==> config.mk <==
export PLATFORM = sky130hd
export DESIGN_NAME = flash_cmd_ctrl
export DESIGN_NICKNAME = d
export VERILOG_FILES = /design/src/rtl/fcmd_pkg.sv /design/src/rtl/fcmd_decode.sv /design/src/rtl/fcmd_status.sv /design/src/rtl/fcmd_latch.sv /design/src/rtl/flash_cmd_ctrl.sv
export SDC_FILE = /design/constraint.sdc
export NUM_CORES = 1
export LEC_CHECK = 0
export BUFFER_PORTS_ARGS = -buffer_cell sky130_fd_sc_hd__buf_2
export CORE_MARGIN = 2
export CORE_UTILIZATION = 40
export CTS_BUF_LIST = sky130_fd_sc_hd__clkbuf_4 sky130_fd_sc_hd__clkbuf_8
export DETAILED_ROUTE_END_ITERATION = 12
export MAX_ROUTING_LAYER = met4
export PLACE_DENSITY = 0.7
export SYNTH_ARGS = -nofsm -noshare
export SYNTH_HDL_FRONTEND = slang
export SYNTH_SLANG_ARGS = --single-unit
==> constraint.sdc <==
create_clock -name clk -period 2.2 [get_ports clk]
set_input_delay 0.22 -clock clk [delete_from_list [all_inputs] [get_ports clk]]
set_output_delay 0.22 -clock clk [all_outputs]
set_load 0.05 [all_outputs]
==> src/rtl/fcmd_pkg.sv <==
package fcmd_pkg;

    localparam int CMD_W = 8;

    localparam logic [CMD_W-1:0] OPC_READ_ARRAY  = 8'hFF;
    localparam logic [CMD_W-1:0] OPC_READ_STATUS = 8'h70;
    localparam logic [CMD_W-1:0] OPC_READ_CONFIG = 8'h90;
    localparam logic [CMD_W-1:0] OPC_READ_QUERY  = 8'h98;
    localparam logic [CMD_W-1:0] OPC_CLEAR       = 8'h50;
    localparam logic [CMD_W-1:0] OPC_ERASE       = 8'h20;
    localparam logic [CMD_W-1:0] OPC_CONFIRM     = 8'hD0;
    localparam logic [CMD_W-1:0] OPC_SUSPEND     = 8'hB0;
    localparam logic [CMD_W-1:0] OPC_PROGRAM     = 8'h40;

    typedef enum logic [2:0] {
        OP_IDLE, OP_ESETUP, OP_EBUSY, OP_ESUSP, OP_PSETUP, OP_PBUSY, OP_PSUSP
    } op_e;

    typedef enum logic [1:0] {
        SRC_ARRAY  = 2'd0,
        SRC_STATUS = 2'd1,
        SRC_CONFIG = 2'd2,
        SRC_QUERY  = 2'd3
    } src_e;

    typedef enum logic [3:0] {
        K_NONE, K_RD_ARRAY, K_RD_STATUS, K_RD_CONFIG, K_RD_QUERY,
        K_CLEAR, K_ERASE, K_CONFIRM, K_SUSPEND, K_PROGRAM
    } kind_e;

    typedef struct packed {
        logic erase_err;
        logic prog_err;
        logic supply_err;
    } err_t;

    function automatic kind_e classify(input logic [CMD_W-1:0] c);
        kind_e k;
        case (c)
            OPC_READ_ARRAY:  k = K_RD_ARRAY;
            OPC_READ_STATUS: k = K_RD_STATUS;
            OPC_READ_CONFIG: k = K_RD_CONFIG;
            OPC_READ_QUERY:  k = K_RD_QUERY;
            OPC_CLEAR:       k = K_CLEAR;
            OPC_ERASE:       k = K_ERASE;
            OPC_CONFIRM:     k = K_CONFIRM;
            OPC_SUSPEND:     k = K_SUSPEND;
            OPC_PROGRAM:     k = K_PROGRAM;
            default:         k = K_NONE;
        endcase
        return k;
    endfunction

    function automatic src_e src_of(input kind_e k);
        src_e s;
        case (k)
            K_RD_STATUS: s = SRC_STATUS;
            K_RD_CONFIG: s = SRC_CONFIG;
            K_RD_QUERY:  s = SRC_QUERY;
            default:     s = SRC_ARRAY;
        endcase
        return s;
    endfunction

endpackage

==> src/rtl/fcmd_decode.sv <==
module fcmd_decode
    import fcmd_pkg::*;
(
    input  logic             wr_en,
    input  logic [CMD_W-1:0] wr_cmd,
    output kind_e            kind,
    output logic             is_read_sel,
    output src_e             sel_src
);
    always_comb begin
        kind        = wr_en ? classify(wr_cmd) : K_NONE;
        is_read_sel = (kind == K_RD_ARRAY) || (kind == K_RD_STATUS) ||
                      (kind == K_RD_CONFIG) || (kind == K_RD_QUERY);
        sel_src     = src_of(kind);
    end
endmodule

==> src/rtl/fcmd_status.sv <==
module fcmd_status
    import fcmd_pkg::*;
(
    input  logic       clk,
    input  logic       rst,
    input  err_t       set_err,
    input  logic       clr,
    input  logic       busy,
    input  logic       erase_held,
    input  logic       prog_held,
    output logic [7:0] status
);
    err_t err_q;

    always_ff @(posedge clk) begin
        if (rst)      err_q <= '0;
        else if (clr) err_q <= '0;
        else          err_q <= err_q | set_err;
    end

    assign status = {~busy, erase_held, err_q.erase_err, err_q.prog_err,
                     err_q.supply_err, prog_held, 2'b00};

    // error bits survive every cycle without a clear
    p_sticky_r12: assert property (@(posedge clk) disable iff (rst)
        $past(err_q.erase_err && !clr) |-> status[5]);

    // a clear leaves no error bit standing
    p_clear_r12: assert property (@(posedge clk) disable iff (rst)
        $past(clr) |-> (status[5:3] == 3'b000));
endmodule

==> src/rtl/fcmd_latch.sv <==
module fcmd_latch #(
    parameter int W = 8
) (
    input  logic         clk,
    input  logic         rst,
    input  logic         load,
    input  logic [W-1:0] d,
    output logic [W-1:0] q
);
    always_ff @(posedge clk) begin
        if (rst)       q <= '0;
        else if (load) q <= d;
    end
endmodule

==> src/rtl/flash_cmd_ctrl.sv <==
module flash_cmd_ctrl
    import fcmd_pkg::*;
#(
    parameter int ADDR_W  = 20,
    parameter int BLK_LSB = 12
) (
    input  logic              clk,
    input  logic              rst,
    input  logic              wr_en,
    input  logic [7:0]        wr_cmd,
    input  logic [ADDR_W-1:0] wr_addr,
    input  logic              supply_ok,
    input  logic              seq_done,
    input  logic              seq_fail,
    output logic [1:0]        read_src,
    output logic [7:0]        status,
    output logic              seq_erase_go,
    output logic              seq_prog_go,
    output logic              seq_hold_erase,
    output logic              seq_hold_prog,
    output logic [ADDR_W-1:0] seq_addr,
    output logic [7:0]        seq_data
);
    localparam logic [ADDR_W-1:0] BLK_MASK = {ADDR_W{1'b1}} << BLK_LSB;

    op_e   op_q, op_n;
    src_e  mode_q, mode_n;
    kind_e kind;
    src_e  sel_src;
    logic  is_read_sel;
    logic  ego_n, pgo_n, ld_addr, ld_data, clr;
    logic  [ADDR_W-1:0] addr_d;
    err_t  set_err;
    logic  busy;

    fcmd_decode u_dec (
        .wr_en(wr_en), .wr_cmd(wr_cmd), .kind(kind),
        .is_read_sel(is_read_sel), .sel_src(sel_src)
    );

    always_comb begin
        op_n    = op_q;
        mode_n  = mode_q;
        ego_n   = 1'b0;
        pgo_n   = 1'b0;
        ld_addr = 1'b0;
        ld_data = 1'b0;
        addr_d  = wr_addr;
        set_err = '0;
        clr     = 1'b0;
        case (op_q)
            OP_IDLE: begin
                if (is_read_sel)         mode_n = sel_src;
                else if (kind == K_CLEAR) clr = 1'b1;
                else if (kind == K_ERASE) begin
                    op_n   = OP_ESETUP;
                    mode_n = SRC_STATUS;
                end
            end
            OP_ESETUP: begin
                if (wr_en) begin
                    mode_n = SRC_STATUS;
                    op_n   = OP_IDLE;
                    if (kind == K_CONFIRM && supply_ok) begin
                        op_n    = OP_EBUSY;
                        ego_n   = 1'b1;
                        ld_addr = 1'b1;
                        addr_d  = wr_addr & BLK_MASK;
                    end else if (kind == K_CONFIRM) begin
                        set_err.erase_err  = 1'b1;
                        set_err.supply_err = 1'b1;
                    end else begin
                        set_err.erase_err = 1'b1;
                        set_err.prog_err  = 1'b1;
                    end
                end
            end
            OP_EBUSY: begin
                if (seq_done) begin
                    op_n              = OP_IDLE;
                    set_err.erase_err = seq_fail;
                end else if (kind == K_SUSPEND) op_n = OP_ESUSP;
            end
            OP_ESUSP: begin
                if (is_read_sel)            mode_n = sel_src;
                else if (kind == K_PROGRAM) begin
                    op_n   = OP_PSETUP;
                    mode_n = SRC_STATUS;
                end else if (kind == K_CONFIRM) op_n = OP_EBUSY;
            end
            OP_PSETUP: begin
                if (wr_en) begin
                    op_n    = OP_PBUSY;
                    pgo_n   = 1'b1;
                    ld_addr = 1'b1;
                    ld_data = 1'b1;
                end
            end
            OP_PBUSY: begin
                if (seq_done) begin
                    op_n             = OP_ESUSP;
                    set_err.prog_err = seq_fail;
                end else if (kind == K_SUSPEND) op_n = OP_PSUSP;
            end
            OP_PSUSP: begin
                if (is_read_sel)            mode_n = sel_src;
                else if (kind == K_CONFIRM) op_n = OP_PBUSY;
            end
            default: op_n = OP_IDLE;
        endcase
    end

    always_ff @(posedge clk) begin
        if (rst) begin
            op_q         <= OP_IDLE;
            mode_q       <= SRC_ARRAY;
            seq_erase_go <= 1'b0;
            seq_prog_go  <= 1'b0;
        end else begin
            op_q         <= op_n;
            mode_q       <= mode_n;
            seq_erase_go <= ego_n;
            seq_prog_go  <= pgo_n;
        end
    end

    assign busy           = (op_q == OP_EBUSY) || (op_q == OP_PBUSY);
    assign seq_hold_erase = (op_q == OP_ESUSP) || (op_q == OP_PSETUP) ||
                            (op_q == OP_PBUSY) || (op_q == OP_PSUSP);
    assign seq_hold_prog  = (op_q == OP_PSUSP);
    assign read_src       = busy ? SRC_STATUS : mode_q;

    fcmd_status u_stat (
        .clk(clk), .rst(rst), .set_err(set_err), .clr(clr), .busy(busy),
        .erase_held(seq_hold_erase), .prog_held(seq_hold_prog), .status(status)
    );

    fcmd_latch #(.W(ADDR_W)) u_addr (
        .clk(clk), .rst(rst), .load(ld_addr), .d(addr_d), .q(seq_addr)
    );

    fcmd_latch #(.W(CMD_W)) u_data (
        .clk(clk), .rst(rst), .load(ld_data), .d(wr_cmd), .q(seq_data)
    );

    // an executing operation forces status reads
    p_busy_src_r4: assert property (@(posedge clk) disable iff (rst)
        !status[7] |-> read_src == SRC_STATUS);

    // an erase start coincides with the not-ready status
    p_ego_busy_r3: assert property (@(posedge clk) disable iff (rst)
        seq_erase_go |-> !status[7] && !status[6]);

    // the erase start is a single-cycle pulse
    p_ego_pulse_r3: assert property (@(posedge clk) disable iff (rst)
        seq_erase_go |=> !seq_erase_go);

    // a program start only ever happens under a suspended erase
    p_pgo_nested_r9: assert property (@(posedge clk) disable iff (rst)
        seq_prog_go |-> status[6] && !status[7]);

    // program suspension nests inside erase suspension
    p_hold_nest_r10: assert property (@(posedge clk) disable iff (rst)
        seq_hold_prog |-> seq_hold_erase && status[2] && status[7]);

    // leaving erase suspension always resumes the erase
    p_resume_r7: assert property (@(posedge clk) disable iff (rst)
        $fell(seq_hold_erase) |-> !status[7] && !status[6]);
endmodule

Word level (Yosys, flattened, before mapping)
Cells that the tools add are included.

cells by class
  bitwise operators = 3
  div/mod/pow operators = 0
  order comparisons = 0
  equality and inequality tests = 39
  reduce and logical (&&, ||, !) cells = 14
  shifts and indexed selects = 0
  muxes and demuxes = 47
  $mul = 0
  add/sub/neg operators = 0

operators with widths
  operator              count
  $mux W3               16
  $eq A8 B8 Y1 const B  5
  $mux W12              3
  $pmux W4 S9           1
  $eq A8 B7 Y1 const B  3
  $pmux W3 S7           1
  $mux W2               9
  $ne A3 B3 Y1 const B  6
  $eq A4 B3 Y1 const B  4
  $ne A2 B2 Y1 const B  7
  $mux W1               11
  $reduce_and A11 Y1    1
  $eq A3 B3 Y1 const B  3
  $eq A4 B2 Y1 const B  2
  $eq A4 B4 Y1 const B  2
  $eq A8 B6 Y1 const B  1
  $pmux W2 S4           1
  $logic_or A1 B1 Y1    7
  $eq A3 B2 Y1 const B  2
  $pmux W1 S2           3
  $pmux W2 S3           1
  $reduce_and A6 Y1     1
  $eq A4 B1 Y1 const B  1
  $mux W4               1
  8 further kinds       11

storage, ports and cells
  memories kept = 0
  bits in latches = 0
  logic and storage cells = 112
  memory bits (read-only) = 0
  input port bits = 34
  memory bits (writable) = 0
  register bits after elaboration = 38

Logic depth before layout (Yosys ltp)
Gate-level depths: netlist of the first run.

  depth after elaboration = 10
  depth in mapped cells = 9
  depth with buffers taken out = 7

By module
From an unflattened synthesis of the first run, not the netlist that was laid out.

second synthesis, totals
  cell total of the unflattened synthesis = 260
  area, all modules = 2227.1 um2

by module, submodules not included
  module                cells each  times used  area each (um2)
  flash_cmd_ctrl        107         1           790.8
  fcmd_latch at u_addr  64          1           705.7
  fcmd_decode           48          1           321.6
  fcmd_latch at u_data  26          1           285.3
  fcmd_status           15          1           123.9

Worst setup path before layout of the first run
OpenSTA, ideal clock, no wires.

  path type = register to output
  start point = register op_q[0]
  end point = output port read_src[1]
  path slack = -0.291 ns
  stages on the path, launching flop included = 7
  arrival time = 2.271 ns
  required time = 1.980 ns
  path through = dfxtp_1 clkbuf_1 clkbuf_1 nand2b_1 nor2_1 nor2_1 and2_1

on the way
  word-level cells in the longest chain between the ends = 3

ends and longest elaborated chain
  element                                       RTL line               RTL
  from (decl)                                   flash_cmd_ctrl.sv:26   op_e op_q, op_n;
  from (signal assigned)                        flash_cmd_ctrl.sv:120  op_q <= op_n;
  $eq A3 B2 Y1 or $eq A3 B3 Y1 (tied branches)  flash_cmd_ctrl.sv:127  assign busy = (op_q == OP_EBUSY) || (op_q == OP_PBUSY);
  $logic_or A1 B1 Y1 (*)                        flash_cmd_ctrl.sv:127
  $mux W2 (*)                                   flash_cmd_ctrl.sv:131  assign read_src = busy ? SRC_STATUS : mode_q;
  to (decl)                                     flash_cmd_ctrl.sv:15   output logic [1:0] read_src,

Every way passes the cells marked *; elsewhere a longest branch is shown, timed or not.

Worst setup path after layout of the first run
  start point = input port wr_cmd[0]
  end point = register mode_q[0]

on the way
  word-level cells in the longest chain between the ends = 9

ends and longest elaborated chain
  element                                                     RTL line                           RTL
  from (decl)                                                 flash_cmd_ctrl.sv:10               input logic [7:0] wr_cmd,
  $eq A8 B7 Y1 (tied with other cells)                        fcmd_pkg.sv:39                     case (c)
  $pmux W4 S9 (*)                                             fcmd_pkg.sv:39
  $mux W4 (*)                                                 fcmd_decode.sv:11                  kind = wr_en ? classify(wr_cmd) : K_NONE;
  $eq A4 B1 Y1 or $eq A4 B2 Y1 (tied branches)                fcmd_decode.sv:12, fcmd_pkg.sv:56
  $logic_or A1 B1 Y1 (2 in series)                            fcmd_decode.sv:12                  is_read_sel = (kind == K_RD_ARRAY) || (kind == K_RD_STATUS) ||
  $logic_or A1 B1 Y1                                          fcmd_decode.sv:13                  (kind == K_RD_CONFIG) || (kind == K_RD_QUERY);
  $ne A3 B3 Y1 (no line) (tied with other cells)              n/a
  $reduce_and A6 Y1 (no line) or $pmux W2 S4 (tied branches)  n/a
  to (signal assigned)                                        flash_cmd_ctrl.sv:121              mode_q <= mode_n;
  to (decl)                                                   flash_cmd_ctrl.sv:27               src_e mode_q, mode_n;

Every way passes the cells marked *; elsewhere a longest branch is shown, timed or not. The select of a mux whose other input is x is not followed.
A chain may end at the register's enable or synchronous reset.

==> results.yml, run 1 <==
place:
  io_buffers: 73
  post-dp-hpwl_mm: 4.02
  placedCellCount: 394
  gp_congestion: 0.867
global_routing:
  grt_pass1_vias: 1927
  antenna_found_initial: 0
  grt_max_degree: 21
  grt_busiest_layer: "met2"
  grtUsageMet3_pct: 4.42
  grt_first_pass_wirelength_mm: 8.77
  grt_util_met1_pct: 27.2
  track_usage_pct: 20.6
  overflow: 0
  use_met2_pct: 30.8
sta:
  fin_crit_sh_pct: 92.2
  hold_violations: 0
  finalCriticalPeriod_ps: 2030
  rsz0062_at_grt: "no"
  fmax_mhz: 493
  setup_violations: 0
  slew_viol_final: 0
  fin_skew_ps: 3.74
critical_path:
  critPathKind: "primary input to register"
  cp_max_fo: 3
  r2r_end: "op_q[2]$_SDFFE_PP0P_"
  cp.arrival_ps: 2240
  r2r_cells: 7
  r2r-start: "op_q[1]$_SDFFE_PP0P_"
  cp.required_ps: 2410
  worst_setup_path_start_kind: "primary input"
  critPathLaunch: "wr_cmd[0]"
  r2r_setup_slack_ps: 270
  crit_end: "mode_q[0]$_SDFFE_PP0P_"
  end_kind: "register"
route:
  drc: 0
  avgRoutedWirePerCell_um: 13.2
  vias: 2099
  finalWirelength_mm: 5.28
  antenna_left: 0
  drtIter0Drc: 158
  drt-pass1-iter-count: 4
  avgViaCountPerCell: 5.23
cells_and_area:
  antenna_cells: 0
  layout-drive-gt1-share_pct: 36.8
  layout_common_cells: "73 x buf_2, 38 x dfxtp_1, 34 x nor2_1, 30 x nand2_1, 28 x buf_4"
  final_common_cell: "buf_2"
  fin_nets: 368
  syn_to_final_growth_pct: 33.4
  layout.cells.non_filler: 401
logic_synthesis:
  synth_fa_ha_area_share_pct: 0
  yosys_warnings: 0
  synth-simple-area-share_pct: 25.9
  synth-edff-count: 0
  synth_top_family_by_area: "simple AND/OR/NAND/NOR gates"
  ys_seq_elements: 38
  netlist_area_mm2: 0.00202
  synth_cell_type_count: 52
  synth_xor_area_share_pct: 0.867
  netlist_instances: 245
  synth_ff_type: "dfxtp_1"
  synth.avg_cell_area_um2: 8.25
  async_flop_share_pct: 0
  synthMuxAreaShare_pct: 4.95
  synth_compound_area_share_pct: 25.2
  ys_seq_area_share_pct: 37.6
clock_tree:
  ctsResizeCount: 0
  cts_sinks: 38
  clock_latency_ps: 280
  clock_path_buffers: 2
  clockRootBuffer: "clkbuf_8"
  clk_pin_slew_ps: 70
  holdBufCountCts: 0
  cts_tree: "yes"
  cts_buffers: 5
  htreeDepth: 2
  post_cts_buffers: 0
floorplanning:
  core_mm2: 0.00479
  rows: 25
  die_height_um: 75.1
  io_pins: 76
  dieWidth_um: 75.1
  initial_utilization_pct: 42.2
  die-area_mm2: 0.00564
run:
  maxCapViolCount: 0
min_path:
  hp-start: "wr_addr[19]"
  hold_path.class: "primary input to register"
power_and_ir_drop:
  vdd_drop_max_mv: 0.576
  powerDensity_mw_per_mm2: 668
  p_leak_nw: 1.26
  p_total_mw: 1.80
outcome:
  status: "finished clean"
[how the worst min path moves through the flow]
stage,to,slack [ps],depth (start not counted)
floorplan,u_data.q[0]$_SDFFE_PP0P_,360,2
global placement,mode_q[0]$_SDFFE_PP0P_,440,2
detailed placement,u_data.q[2]$_SDFFE_PP0P_,450,2
CTS,u_addr.q[19]$_SDFFE_PP0P_,160,3
global route,u_addr.q[16]$_SDFFE_PP0P_,160,3
finish,u_addr.q[19]$_SDFFE_PP0P_,160,3
[synthesized netlist by cell type, drive strengths merged (2+ instances only)]
cell | number | share of area, %
a21oi | 14 | 3.5
a211oi | 5 | 3.7
buf | 8 | 2.5
or3 | 2 | 0.62
mux2i | 10 | 5.0
a221o | 3 | 1.5
nand2b | 9 | 2.8
nor4 | 2 | 0.62
dfxtp | 38 | 38
o21a | 2 | 0.74
clkbuf | 13 | 2.4
a31oi | 2 | 0.62
nor2 | 37 | 7.0
o211a | 3 | 1.5
nand4 | 2 | 0.62
nand3 | 5 | 1.2
o21ai | 4 | 0.99
or2 | 2 | 0.62
a41oi | 2 | 0.87
and2 | 3 | 0.93
nor3b | 2 | 0.74
inv | 2 | 0.37
nand3b | 2 | 0.74
a22oi | 12 | 4.5
nor3 | 4 | 0.99
o32ai | 2 | 0.87
nor4b | 2 | 0.87
nand2 | 30 | 5.6
o211ai | 5 | 2.1
[registers in the layout, indices dropped and copies added, names as in the netlist]
register       flops
seq_erase_go       1
u_stat.status      3
seq_prog_go        1
u_data.q           8
u_addr.q          20
op_q               3
mode_q             2
[worst max-delay path: stages]
cell and delay (ps):
buf_2 110, or4_4 550, a211oi_4 220, nor2_2 100, a211oi_4 300, o211ai_1 150
a221oi_2 350, mux2i_1 230
[metal layers]
| layer | wire length (µm) | vias to the layer above |
|---|---|---|
| met5 | 0 | - |
| met4 | 120 | 0 |
| met3 | 307 | 12 |
| met2 | 2460 | 71 |
| met1 | 2400 | 966 |
| li1 | - | 1050 |
[through the flow]
step	TNS (ps)	setup WS [ps]	hold WS [ps]	util, %	instance area, µm²
finish	0	172	163	56.3	2700
global route	0	13.7	164	56.3	2700
CTS	0	176	156	56.3	2700
detailed placement	-395	-119	447	54.7	2620
global placement	-297	-90.1	443	54.7	2620
floorplan	-63.8	-63.8	356	-	2030
[cells by family after synthesis]
family | Yosys count
AO/OA/AOI/OAI | 63
XOR/XNOR | 2
buffers and inverters | 23
flip-flops | 38
multiplexers | 10
other | 1
AND/OR/NAND/NOR | 108
[layout make-up]
type	instances	area, µm²
inverters	2	7.51
flip-flops and latches	38	761
fillers	428	2090
clock buffers	5	68.8
repair buffers	102	596
clock inverters	2	10.0
multi-input cells	185	1170
well taps	67	83.8
[power breakdown]
part	switching [mW]	leakage (nW)	total (mW)	internal (mW)
Clock	0.226	0.0438	0.439	0.212
Combinational	0.364	0.906	0.614	0.250
Sequential	0.0330	0.307	0.749	0.716
(Power assumes the default switching activity.)
==> inputs of run 2 (changes only) <==
ABC_AREA = 1   (was default)
SLEW_MARGIN = 20   (was default)
==> run 2 against run 1 <==
  * Power decreased by 5.0%
  * Hold slack worse by 1.7 ps
  * Synthesized area is essentially flat
  * Die area is essentially flat
  * Cell count increased by 11%
  * Non-clock buffer count shrank 26
  * Count of clock-buffer cells in the layout grew 1
  * Global-route usage down 1.3 points
  * Largest cell class unchanged
==> results.yml, run 2 <==
place:
  post-dp-hpwl_mm: 3.76
  dpl_cell_area_mm2: 0.00241
  io_buffers: 73
  gp_congestion: 0.913
clock_tree:
  clock_latency_ps: 280
  ctsResizeCount: 0
  htreeDepth: 2
  clock_path_buffers: 2
  clk_pin_slew_ps: 80
  holdBufCountCts: 0
  cts_buffers: 5
  post_cts_buffers: 0
  cts_sinks: 38
  cts_tree: "yes"
  clockRootBuffer: "clkbuf_8"
critical_path:
  critPathBufInv: 3
  r2r_cells: 9
  cp_top_family: "simple AND/OR/NAND/NOR gates"
  cp.required_ps: 1980
  crit_top_cell: "nor2_1"
  worst_setup_path_start_kind: "register"
  critPathKind: "register to primary output"
  path_cells: "inv_1, nor2_1, inv_1, nor2_1, nor2_1, nand2_1, buf_2"
  r2r-start: "op_q[0]$_SDFFE_PP0P_"
  cp.arrival_ps: 1610
  cp_max_fo: 4
  r2r_setup_slack_ps: 450
  slowest_stage: "dfxtp_1"
  cpPeakStageDelay_ps: 380
  end_kind: "primary output"
  r2r_end: "u_addr.q[1]$_SDFFE_PP0P_"
logic_synthesis:
  synth_most_common_cell: "nand2_1"
  synth_area_leader_cell: "dfxtp_1"
  synth-edff-count: 0
  synth.avg_cell_area_um2: 6.56
  yosys_warnings: 0
  ys_seq_area_share_pct: 37.6
  synth.top_cells.by_area: "dfxtp_1 38%, nand2_1 14%, nor2_1 9.5%, nand3_1 6.4%, a21oi_1 6.2%"
  netlist_area_mm2: 0.00202
  async_flop_share_pct: 0
  netlist_instances: 308
  ys_seq_elements: 38
  synth_cell_type_count: 28
  netlist_top_cells_count: "74 x nand2_1, 51 x nor2_1, 38 x dfxtp_1"
  synth_ff_type: "dfxtp_1"
  yosysTopAreaCellShare_pct: 37.6
power_and_ir_drop:
  powerDensity_mw_per_mm2: 683
  clkPwrFrac_pct: 29.2
  p_switching_uw: 607
  pwr-share-comb_pct: 27.4
  p_leak_nw: 1.27
  p_total_mw: 1.71
  seqPwrFrac_pct: 43.3
  swShare_pct: 35.5
  p_int_mw: 1.10
  vdd_drop_max_mv: 0.379
sta:
  finalCriticalPeriod_ps: 1830
  setup-tns-final_ps: 0
  slew_viol_final: 0
  tightestPinTransition_ps: 505
  setup_violations: 0
  relSlewSlack_pct: 66.2
  hold_ws_ps: 161
  fmax_mhz: 545
  rsz0062_at_grt: "no"
  fin_crit_sh_pct: 83.3
  hold_violations: 0
  fin_skew_ps: 2.09
cells_and_area:
  largest_reg_flops: 20
  fin_nets: 411
  fin_area_mm2: 0.00250
  layout-drive-gt1-share_pct: 28.3
  top_register: "u_addr.q"
  largestRegisters: "u_addr.q: 20 flops, u_data.q: 8 flops"
  final_common_cell: "nand2_1"
  syn_to_final_growth_pct: 23.9
  layout_common_cells: "74 x nand2_1, 73 x buf_2, 51 x nor2_1, 38 x dfxtp_1, 26 x nand3_1"
  antenna_cells: 0
  fillers: 480
  final_util_pct: 52.3
global_routing:
  grt_pass1_vias: 1929
  grt_max_degree: 24
  overflow: 0
  grt_first_pass_wirelength_mm: 8.23
  antenna_found_initial: 0
  track_usage_pct: 19.3
route:
  antenna_left: 0
  avgViaCountPerCell: 4.88
  vias: 2172
  drc: 0
  drt-pass1-iter-count: 4
  finalWirelength_mm: 4.93
  avgRoutedWirePerCell_um: 11.1
  drtIter0Drc: 116
floorplanning:
  initial_utilization_pct: 42.2
  dieWidth_um: 75.1
  core_mm2: 0.00479
  io_pins: 76
  die-area_mm2: 0.00564
  die_height_um: 75.1
  rows: 25
min_path:
  hold_path.class: "primary input to register"
  hp-start: "wr_addr[16]"
  min_to: "u_addr.q[16]$_SDFFE_PP0P_"
  holdPathStages: 3
run:
  maxCapViolCount: 0
outcome:
  status: "finished clean"
run 2: cell types whose count changed after synthesis, moves of 5 or more:
cell      previous run  this run
clkbuf_1            13         8
nor2_1              36        51
nor2_2               1        10
inv_1                2        23
o21ai_0              4        12
nand2b_1             9         0
nand3_1              5        26
mux2i_1             10         0
nand2_1             30        74
a22oi_1             12         0
nand3_2              0         6
a21oi_1             14        25
run 2: cell families (layout without fill, tap and decap cells):
family,after synthesis,in the layout,share of synthesized area (%)
compound gates,48,48,12.9
buf+inv,41,110,9.28
flops,38,38,37.6
other cells,1,2,0.185
simple gates,180,180,40.0
run 2: worst reg2reg max path: cells and delay by family, from the launching register on:
kind,cells,cell delay [ps]
flops,1,390
buf+inv,3,280
compound gates,1,60
simple gates,5,920
run 2: worst max-delay path by stage:
stage / depth (start not counted) / start / slack (ps) / endpoint
after floorplan: 6 / op_q[0]$_SDFFE_PP0P_ / 150 / read_src[0]
after global placement: 13 / wr_cmd[1] / 370 / u_addr.q[9]$_SDFFE_PP0P_
after detailed placement: 13 / wr_cmd[1] / 350 / u_addr.q[19]$_SDFFE_PP0P_
after CTS: 7 / op_q[1]$_SDFFE_PP0P_ / 360 / read_src[0]
after global routing: 7 / op_q[1]$_SDFFE_PP0P_ / 170 / read_src[0]
final: 7 / op_q[1]$_SDFFE_PP0P_ / 370 / read_src[0]
run 2: final cells by class:
cell class / count / area (µm²) / share of cell area (%)
clock buffers: 6 / 82.6 / 3.30
well taps: 67 / 83.8 / 3.35
repair buffers: 76 / 388 / 15.5
clock inverters: 2 / 12.5 / 0.500
flip-flops and latches: 38 / 761 / 30.4
multi-input cells: 230 / 1080 / 43.0
inverters: 26 / 100 / 4.00
run 2: power by group through the flow:
stage | clock network (mW) | registers, mW | logic (mW)
2_1_floorplan | 0 | 0.788 | 0.321
6_report | 0.500 | 0.741 | 0.469
3_5_place_dp | 0 | 0.757 | 0.468
4_1_cts | 0.512 | 0.741 | 0.470
3_3_place_gp | 0 | 0.756 | 0.467
5_1_grt | 0.543 | 0.747 | 0.528
run 2: per-layer routing:
layer | up-vias | GRT usage [%] | part of all wire, %
li1 | 1128 | - | -
met1 | 980 | 24.2 | 46
met2 | 60 | 31.4 | 48
met3 | 4 | 4.02 | 5.4
met4 | 0 | 5.56 | 1.1
met5 | - | - | 0
run 2: per-stage QoR:
stage / setup WS (ps) / cells
2_1_floorplan: 145 / 309
3_3_place_gp: 371 / 437
3_5_place_dp: 351 / 437
4_1_cts: 357 / 445
5_1_grt: 172 / 445
6_report: 366 / 445
==> inputs of run 3 (changes only) <==
ABC_AREA = 0   (was 1)
PLACE_DENSITY = 0.67   (was 0.7)
clock period = 1.7 ns   (was 2.2 ns; I/O delays follow)
==> run 3 against run 2 <==
  * First-iteration DRC count up 14%
  * Count of clock-buffer cells in the layout down 1
  * Clock power up 88%
  * The run now ends with negative setup slack left
  * Largest power group is now combinational logic
==> results.yml, run 3 (synthesis gave the netlist of run 1 again) <==
global_routing:
  grt_first_pass_wirelength_mm: 9.25
  use_met2_pct: 35.0
  grtUsageMet3_pct: 3.21
  grt_busiest_layer: "met2"
  antenna_found_initial: 0
  grt_util_met1_pct: 27.5
  grt_pass1_vias: 2076
  overflow: 0
  track_usage_pct: 21.6
  grt_max_degree: 36
clock_tree:
  cts_buffers: 5
  clock_path_buffers: 2
  clk_pin_slew_ps: 80
  cts_sinks: 38
  holdBufCountCts: 0
  clockRootBuffer: "clkbuf_8"
  clock_latency_ps: 290
  htreeDepth: 2
  cts_tree: "yes"
cells_and_area:
  fin_nets: 401
  largestRegisters: "u_addr.q: 20 flops, u_data.q: 8 flops"
  syn_to_final_growth_pct: 63.9
  largest_reg_flops: 20
  final_common_cell: "buf_2"
  final_util_pct: 69.2
  fin_area_mm2: 0.00331
  top_register: "u_addr.q"
  layout_common_cells: "65 x buf_2, 56 x buf_4, 36 x dfxtp_1, 30 x nor2_1, 29 x nand2_1"
  antenna_cells: 0
  layout-drive-gt1-share_pct: 51.6
  fillers: 395
sta:
  slew_viol_final: 0
  setup_violations: 26
  timing.final.ws_setup_ps: -257
  hold_violations: 0
  fmax_mhz: 511
  fin_crit_sh_pct: 115
  fin_skew_ps: 2.93
  finalCriticalPeriod_ps: 1960
  rsz0062_at_grt: "yes"
route:
  antenna_left: 0
  vias: 2296
  avgViaCountPerCell: 5.28
  drc: 0
  avgRoutedWirePerCell_um: 15.1
  finalWirelength_mm: 6.57
  drt-pass1-iter-count: 4
  drtIter0Drc: 132
floorplanning:
  die_height_um: 75.1
  core_mm2: 0.00479
  initial_utilization_pct: 42.2
  dieWidth_um: 75.1
  rows: 25
  io_pins: 76
  die-area_mm2: 0.00564
place:
  gp_congestion: 0.842
  dpl_cell_area_mm2: 0.00280
  io_buffers: 73
  post-dp-hpwl_mm: 4.26
power_and_ir_drop:
  clkPwrFrac_pct: 30.4
  p_leak_nw: 1.50
  swShare_pct: 32.0
  p_switching_uw: 987
  powerDensity_mw_per_mm2: 933
  p_int_mw: 2.10
  pwr-share-comb_pct: 38.4
  vdd_drop_max_mv: 0.650
  seqPwrFrac_pct: 31.2
critical_path:
  end_kind: "register"
  cp.arrival_ps: 2180
  cp_max_fo: 4
  critPathKind: "primary input to register"
  cp.required_ps: 1920
  worst_setup_path_start_kind: "primary input"
min_path:
  hold_path.class: "primary input to register"
outcome:
  violations: "negative setup slack"
  status: "finished, violations left"
run:
  maxCapViolCount: 0
-- run 3: cell types whose count changed in the layout (fill, tap and decap cells not counted), moves of 9 or more --
cell     delta
nand2_1    -45
nand3_1    -22
nor2_1     -21
mux2i_1     +9
inv_1      -21
buf_4      +53
a22oi_2    +12
a21oi_1    -11
buf_6      +10
nor2_2      -9
-- run 3: worst max-delay path: stages --
cell	delay, ps
buf_6	90
or4_4	550
a211oi_4	280
nor2_4	100
a211oi_4	260
buf_4	160
buf_4	100
o211ai_1	130
nand4_1	130
o2111a_1	210
-- run 3: routing by layer --
| layer | up-vias | wire [µm] |
|---|---|---|
| li1 | 1120 | - |
| met1 | 1085 | 2730 |
| met2 | 81 | 3370 |
| met3 | 10 | 336 |
| met4 | 0 | 128 |
| met5 | - | 0 |
-- run 3: timing repair --
action,4_1_cts,5_1_grt
resized for setup,16,39
endpoints found under the setup margin,35,42
gates cloned,0,3
hold endpoints to repair,0,0
buffers inserted,4,7
pin swaps,2,9
-- run 3: worst paths after layout --
kind / from / to / slack, ps / depth (start not counted)
worst min-delay path: wr_addr[13] / u_addr.q[13]$_SDFFE_PP0P_ / 110 / 3
worst min register to register: u_data.q[3]$_SDFFE_PP0P_ / u_data.q[3]$_SDFFE_PP0P_ / 460 / 2
worst max-delay path: wr_cmd[0] / op_q[0]$_SDFFE_PP0P_ / -260 / 10
worst max register to register: op_q[0]$_SDFFE_PP0P_ / op_q[2]$_SDFFE_PP0P_ / -100 / 7
-- run 3: final cells by class --
class / instances / area [µm²] / share of cell area [%]
repair buffers: 135 / 943 / 28.5
inverters: 2 / 7.51 / 0.227
multi-input cells: 185 / 1370 / 41.5
flip-flops and latches: 38 / 766 / 23.1
well taps: 67 / 83.8 / 2.53
clock buffers: 5 / 68.8 / 2.08
clock inverters: 3 / 68.8 / 2.08
-- run 3: power by group through the flow --
stage	Clock [mW]	Sequential (mW)	Combinational (mW)
global placement	0	0.981	0.952
detailed placement	0	0.982	0.963
finish	0.940	0.965	1.18
floorplan	0	0.996	0.595
CTS	0.956	0.963	1.09
global route	0.987	0.973	1.25
-- run 3: through the flow --
stage	cells	hold WS (ps)	setup WS (ps)	power [mW]	setup TNS (ps)
floorplan	246	306	-314	1.59	-4450
global placement	413	397	-488	1.93	-12640
detailed placement	413	409	-530	1.94	-13330
CTS	425	107	-210	3.01	-3490
global route	435	127	-348	3.21	-7450
finish	435	114	-257	3.09	-4740
